## config.mk

```make
export PLATFORM = sky130hd
export DESIGN_NAME = sqrt_csel_adder
export DESIGN_NICKNAME = d
export VERILOG_FILES = /design/src/rtl/sqcs_pkg.sv /design/src/rtl/sqcs_pg_setup.sv /design/src/rtl/sqcs_ripple.sv /design/src/rtl/sqcs_select_group.sv /design/src/rtl/sqrt_csel_adder.sv
export SDC_FILE = /design/constraint.sdc
export NUM_CORES = 1
export LEC_CHECK = 0
export BUFFER_PORTS_ARGS = -buffer_cell sky130_fd_sc_hd__buf_2
export CAP_MARGIN = 0
export CORE_MARGIN = 5
export CORE_UTILIZATION = 30
export DETAILED_ROUTE_END_ITERATION = 10
export SYNTH_ARGS = -nofsm -noshare
export SYNTH_HDL_FRONTEND = slang
export SYNTH_SLANG_ARGS = --single-unit
```

## constraint.sdc

```tcl
create_clock -name vclk -period 6.65
set_input_delay 0.665 -clock vclk [all_inputs]
set_output_delay 0.665 -clock vclk [all_outputs]
set_load 0.01 [all_outputs]
```

## src/rtl/sqcs_pkg.sv

```systemverilog
package sqcs_pkg;

  // Width of group idx: widths grow linearly from the least significant group.
  function automatic int grp_w(input int first_w, input int step, input int idx);
    return first_w + step * idx;
  endfunction

  // Index of the lowest bit of group idx.
  function automatic int grp_lsb(input int first_w, input int step, input int idx);
    int acc;
    acc = 0;
    for (int k = 0; k < idx; k++) begin
      acc += grp_w(first_w, step, k);
    end
    return acc;
  endfunction

  // Total adder width for n_grp groups.
  function automatic int total_w(input int first_w, input int step, input int n_grp);
    return grp_lsb(first_w, step, n_grp);
  endfunction

endpackage

```

## src/rtl/sqcs_pg_setup.sv

```systemverilog
module sqcs_pg_setup #(
  parameter int WIDTH = 20
) (
  input  logic [WIDTH-1:0] a_i,
  input  logic [WIDTH-1:0] b_i,
  output logic [WIDTH-1:0] prop_o,
  output logic [WIDTH-1:0] gen_o
);

  for (genvar bi = 0; bi < WIDTH; bi++) begin : g_bit
    assign prop_o[bi] = a_i[bi] ^ b_i[bi];
    assign gen_o[bi]  = a_i[bi] & b_i[bi];
  end

endmodule

```

## src/rtl/sqcs_ripple.sv

```systemverilog
module sqcs_ripple #(
  parameter int WIDTH = 4
) (
  input  logic [WIDTH-1:0] prop_i,
  input  logic [WIDTH-1:0] gen_i,
  input  logic             cin_i,
  output logic [WIDTH-1:0] cvec_o,   // carry into each bit of the group
  output logic             cout_o
);

  logic [WIDTH:0] chain;

  always_comb begin
    chain[0] = cin_i;
    for (int k = 0; k < WIDTH; k++) begin
      chain[k+1] = gen_i[k] | (prop_i[k] & chain[k]);
    end
  end

  assign cvec_o = chain[WIDTH-1:0];
  assign cout_o = chain[WIDTH];

  // an all-propagate group passes its carry-in straight through.
  always_comb begin
    if (&prop_i) begin
      a_r4_full_prop_pass: assert (cout_o == cin_i)
        else $error("group carry-out differs from carry-in under full propagate");
    end
  end

  // a group with no propagate and no generate emits no carry.
  always_comb begin
    if ((prop_i | gen_i) == '0) begin
      a_r5_kill_blocks: assert (cout_o == 1'b0)
        else $error("all-kill group emitted a carry");
    end
  end

endmodule

```

## src/rtl/sqcs_select_group.sv

```systemverilog
module sqcs_select_group #(
  parameter int WIDTH = 3
) (
  input  logic [WIDTH-1:0] prop_i,
  input  logic [WIDTH-1:0] gen_i,
  input  logic             sel_i,    // real carry from the group below
  output logic [WIDTH-1:0] cvec_o,
  output logic             cout_o
);

  logic [WIDTH-1:0] cvec_lo;
  logic [WIDTH-1:0] cvec_hi;
  logic             cout_lo;
  logic             cout_hi;

  sqcs_ripple #(.WIDTH(WIDTH)) u_rip_lo (
    .prop_i (prop_i),
    .gen_i  (gen_i),
    .cin_i  (1'b0),
    .cvec_o (cvec_lo),
    .cout_o (cout_lo)
  );

  sqcs_ripple #(.WIDTH(WIDTH)) u_rip_hi (
    .prop_i (prop_i),
    .gen_i  (gen_i),
    .cin_i  (1'b1),
    .cvec_o (cvec_hi),
    .cout_o (cout_hi)
  );

  always_comb begin
    if (sel_i) begin
      cvec_o = cvec_hi;
      cout_o = cout_hi;
    end else begin
      cvec_o = cvec_lo;
      cout_o = cout_lo;
    end
  end

  // the carry-1 chain must dominate the carry-0 chain bit for bit,
  // otherwise the selected vector cannot be the true carry for either case.
  always_comb begin
    a_r3_hi_dominates_lo: assert (((cvec_lo & ~cvec_hi) == '0) && !(cout_lo && !cout_hi))
      else $error("carry-0 chain exceeds carry-1 chain");
  end

endmodule

```

## src/rtl/sqrt_csel_adder.sv

```systemverilog
module sqrt_csel_adder #(
  parameter int FIRST_W = 2,
  parameter int STEP_W  = 1,
  parameter int N_GRP   = 5
) (
  input  logic [sqcs_pkg::total_w(FIRST_W, STEP_W, N_GRP)-1:0] a_i,
  input  logic [sqcs_pkg::total_w(FIRST_W, STEP_W, N_GRP)-1:0] b_i,
  input  logic                                                 c_in,
  output logic [sqcs_pkg::total_w(FIRST_W, STEP_W, N_GRP)-1:0] sum_o,
  output logic                                                 c_out
);

  localparam int W = sqcs_pkg::total_w(FIRST_W, STEP_W, N_GRP);

  logic [W-1:0]   prop;
  logic [W-1:0]   gen;
  logic [W-1:0]   cvec;     // selected carry into every bit
  logic [N_GRP:0] gcarry;   // carry entering each group

  sqcs_pg_setup #(.WIDTH(W)) u_setup (
    .a_i    (a_i),
    .b_i    (b_i),
    .prop_o (prop),
    .gen_o  (gen)
  );

  assign gcarry[0] = c_in;

  for (genvar gi = 0; gi < N_GRP; gi++) begin : g_grp
    localparam int LSB = sqcs_pkg::grp_lsb(FIRST_W, STEP_W, gi);
    localparam int GW  = sqcs_pkg::grp_w(FIRST_W, STEP_W, gi);

    if (gi == 0) begin : g_first
      sqcs_ripple #(.WIDTH(GW)) u_rip (
        .prop_i (prop[LSB +: GW]),
        .gen_i  (gen[LSB +: GW]),
        .cin_i  (gcarry[gi]),
        .cvec_o (cvec[LSB +: GW]),
        .cout_o (gcarry[gi+1])
      );
    end else begin : g_sel
      sqcs_select_group #(.WIDTH(GW)) u_sel (
        .prop_i (prop[LSB +: GW]),
        .gen_i  (gen[LSB +: GW]),
        .sel_i  (gcarry[gi]),
        .cvec_o (cvec[LSB +: GW]),
        .cout_o (gcarry[gi+1])
      );
    end
  end

  assign sum_o = prop ^ cvec;
  assign c_out = gcarry[N_GRP];

  // the assembled result agrees with plain binary addition.
  always_comb begin
    a_r1_sum_matches_arith: assert ({c_out, sum_o} == ({1'b0, a_i} + {1'b0, b_i} + {{W{1'b0}}, c_in}))
      else $error("sum or carry-out disagrees with arithmetic");
  end

endmodule

```

After elaboration in Yosys (flattened, before gate mapping)

Index checks and enable logic that the tools add are counted.

Mux-type cells: 8
Bitwise logic cells: 105

Operator list:

| kind           | count |
|---|---|
| $and 1x1->1    | 50 |
| $or 1x1->1     | 34 |
| $xor 1x1->1    | 20 |
| $xor 20x20->20 | 1 |
| $mux 6         | 1 |
| $mux 5         | 1 |
| $mux 1         | 4 |
| $mux 4         | 1 |
| $mux 3         | 1 |

Register bits after elaboration: 0
Input port bits: 41
Logic and storage cells: 113

Logic depth before layout (Yosys ltp)

Depth in word-level cells: 13
Mapped depth: 23
Gate-level depth less buffers: 23

Cells and area by module

From an unflattened synthesis, not the netlist that was laid out.

Cells, all modules: 143
Area, all modules: 1315.0 µm²

By module, submodules not included:

| module                                           | instances | cells each | area each (µm²) | sequential area each (µm²) |
|---|---|---|---|---|
| sqcs_pg_setup                                    | 1         | 20         | 250.2           | 0.0 |
| sqcs_ripple at g_grp[3].g_sel.u_sel.u_rip_hi ... | 2         | 12         | 93.8            | 0.0 |
| sqrt_csel_adder                                  | 1         | 20         | 175.2           | 0.0 |
| sqcs_ripple at g_grp[4].g_sel.u_sel.u_rip_hi ... | 2         | 11         | 80.1            | 0.0 |
| sqcs_select_group at g_grp[4].g_sel.u_sel        | 1         | 10         | 123.9           | 0.0 |
| sqcs_select_group at g_grp[3].g_sel.u_sel        | 1         | 9          | 108.9           | 0.0 |
| sqcs_ripple at g_grp[2].g_sel.u_sel.u_rip_hi ... | 2         | 6          | 46.3            | 0.0 |
| sqcs_ripple at g_grp[1].g_sel.u_sel.u_rip_hi ... | 2         | 5          | 38.8            | 0.0 |
| sqcs_select_group at g_grp[2].g_sel.u_sel        | 1         | 7          | 63.8            | 0.0 |
| sqcs_select_group at g_grp[1].g_sel.u_sel        | 1         | 6          | 52.6            | 0.0 |
| sqcs_ripple at g_grp[0].g_first.u_rip            | 1         | 3          | 22.5            | 0.0 |

Worst setup path after synthesis

Ideal clock, no wire load.

Path type: input -> output
Start: input a_i[0] (netlist name)
End: output sum_o[19] (netlist name)
Data arrival time: 5079 ps
Path slack: 906 ps
Stages: 23
Buffers on the path: 0
Cells stage by stage: inv_1 -> fa_1 -> inv_1 -> fa_1 -> mux2i_1 -> a21o_1 -> fa_1 -> nand2b_1 -> a21boi_1 -> o21ai_1 -> nand2b_1 -> fa_1 -> nand2b_1 -> a21boi_2 -> o31a_1 -> or2_1 -> fa_1 -> nand2b_4 -> a21boi_2 -> a31oi_1 -> o21ba_1 -> fa_1 -> inv_1

Longest elaborated chain between the ends: 10
Elaborated cells on any way between the ends: 11
Those cells by class: mux (4); bitwise (7)

RTL lines:

| item                     | RTL line                | text |
|---|---|---|
| start: declaration       | sqrt_csel_adder.sv:6    | `input logic [sqcs_pkg::total_w(FIRST_W, STEP_W, N_GRP)-1:0] a_i,` |
| $xor 1x1->1              | sqcs_pg_setup.sv:11     | `assign prop_o[bi] = a_i[bi] ^ b_i[bi];` |
| $and 1x1->1              | sqcs_ripple.sv:16       | `chain[k+1] = gen_i[k] \| (prop_i[k] & chain[k]);` |
| $or 1x1->1 (*)           | sqcs_ripple.sv:16       |  |
| $and 1x1->1 (*)          | sqcs_ripple.sv:16       |  |
| $or 1x1->1 (*)           | sqcs_ripple.sv:16       |  |
| $mux 1 (*) (3 in series) | sqcs_select_group.sv:33 | `if (sel_i) begin` |
| $mux 6 (*)               | sqcs_select_group.sv:33 |  |
| $xor 20x20->20 (*)       | sqrt_csel_adder.sv:52   | `assign sum_o = prop ^ cvec;` |
| end: declaration         | sqrt_csel_adder.sv:9    | `output logic [sqcs_pkg::total_w(FIRST_W, STEP_W, N_GRP)-1:0] sum_o,` |

Mark *: on every way between the ends. The rest lies on a longest branch, timed or not.

Final worst setup path

Ends and elaborated chain as after synthesis.

==> out/metrics.csv <==
metric,value,unit
holdBufCountCts,0,
yosys.area.top_type,ha_1,
finalHoldViolCount,0,
p_leak,0.662,nW
yosysUniqueCellTypes,28,
status,completed,
gp_congestion,0.690,
sequential_cell_total,0,
dr.pass1.iters,4,
drive_gt1_share,44.1,%
netlist_top_cells_area,"ha_1 (30%), fa_1 (16%), inv_1 (9.4%)",
setup_viol,0,
rsz0062_at_grt,false,
drt_iter0_drc,18,
slew_violations,0,
min-delay-path-class,in2out,
p_per_area,100,nW/um^2
required,5980,ps
wl_per_cell,9.63,um
grt_pass1_vias,799,
cts_setup_buffers,0,
core-area,2450,um^2
final_nets,219,
via_count,798,
fp.dieH,60.4,um
start_util,31.0,%
preCtsSetupSlack,409,ps
syn-cell-area,762,um^2
ys_seq_area_share,0,%
fmax,0.162,GHz
fin_tns_setup,0,ps
cp-start-kind,input port,
vias_per_cell,4.38,
drtAntennaViolNets,0,
cp-end-kind,output port,
cap_violations,0,
slew_headroom,82.8,%
synthCells,90,
wl,1.75,mm
place_inst,182,
synth_nets,155,
area_growth_syn_to_layout,45.6,%
timing.hold.ws,1680,ps
crit_fanout,4,
cp.arrival,5520,ps
drcViolationCount,0,
diodes,0,
antenna_found_initial,0,
ys_warn_count,0,
nFillCells,267,
finalInstanceArea,1110,um^2
finalNonFillerCells,182,
gr-usage-all-layers,9.28,%
tightest_slew,257,ps
synth_commonest_cells,"inv_1 (19), ha_1 (18), fa_1 (6), xor2_1 (6), nand2b_1 (5)",
netlist.area_leader.share,29.6,%
vdd_drop_max,0.0000491,V
dpl.hpwl,1.69,mm
die-area,3650,um^2
synthMostInstantiatedCell,inv_1,
placed_area,1110,um^2
io_buffers,62,
worst_slack,464,ps
cts_resized,0,
gr-total-overflow,0,
period_needed,6190,ps
grt_max_degree,7,
grt_pass1_wl,2.77,mm
seq_area,0,um^2
layout.clock_buffers,0,
die_width,60.4,um
fin_crit_sh,93.0,%
rows,18,
syn_avg_cell_area,8.47,um^2
io_pins,62,
path_class,in2out,
-- per-layer routing --
layer	global-route usage (%)	wire length [um]
met4	0	0
met3	1.28	240
met2	20.4	927
met1	9.48	585
met5	0	0
-- through the flow --
stage	power (mW)	utilization (%)
after floorplan	0.0698	-
after global placement	0.110	45.2
after detailed placement	0.113	45.2
after CTS	0.114	45.2
after global routing	0.126	45.2
final	0.111	45.2
-- cell type report --
cell class	instances	area, um^2	share of cell area (%)
timing repair buffer	62	310	28.0
inverter	20	75.1	6.76
tap	30	37.5	3.38
multi-input combinational	70	687	61.9
-- cells by family after synthesis --
group | after synthesis | share of synthesized area (%)
AOI/OAI and AO/OA | 13 | 14.1
xor gates and xnor gates | 10 | 11.5
adders and majority gates | 24 | 45.3
buffers and inverters | 20 | 9.85
muxes | 1 | 1.31
and+or+nand+nor | 22 | 17.9
-- worst paths after layout --
path | from | to | cells past startpoint
max | a_i[0] | sum_o[19] | 25
min | b_i[13] | sum_o[13] | 3
-- worst max-delay path, stage by stage --
cell	delay [ps]
buf_2	90
inv_1	70
fa_1	160
inv_1	50
fa_1	410
mux2i_1	160
a21o_1	200
fa_1	420
nand2b_1	120
a21boi_1	90
o21ai_1	130
nand2b_1	80
fa_1	410
nand2b_1	130
a21boi_2	80
o31a_1	260
or2_1	230
fa_1	420
nand2b_4	170
a21boi_2	200
a31oi_1	150
o21ba_1	200
fa_1	470
inv_1	30
buf_2	130
-- power breakdown --
part,switching (mW),internal [mW],total [mW]
clock network,0,0,0
logic,0.0562,0.0552,0.111
registers,0,0,0
-- cells in the final DEF, fill, tap and decap left out, drive strengths merged, types with 3 or more instances in the layout --
cell type and count:
buf 62, inv 20, ha 18, nand2b 7
xor2 6, fa 6, xnor2 4, nor2b 3
nor3 3, nor2 3, a21boi 3
(Power assumes the default switching activity.)
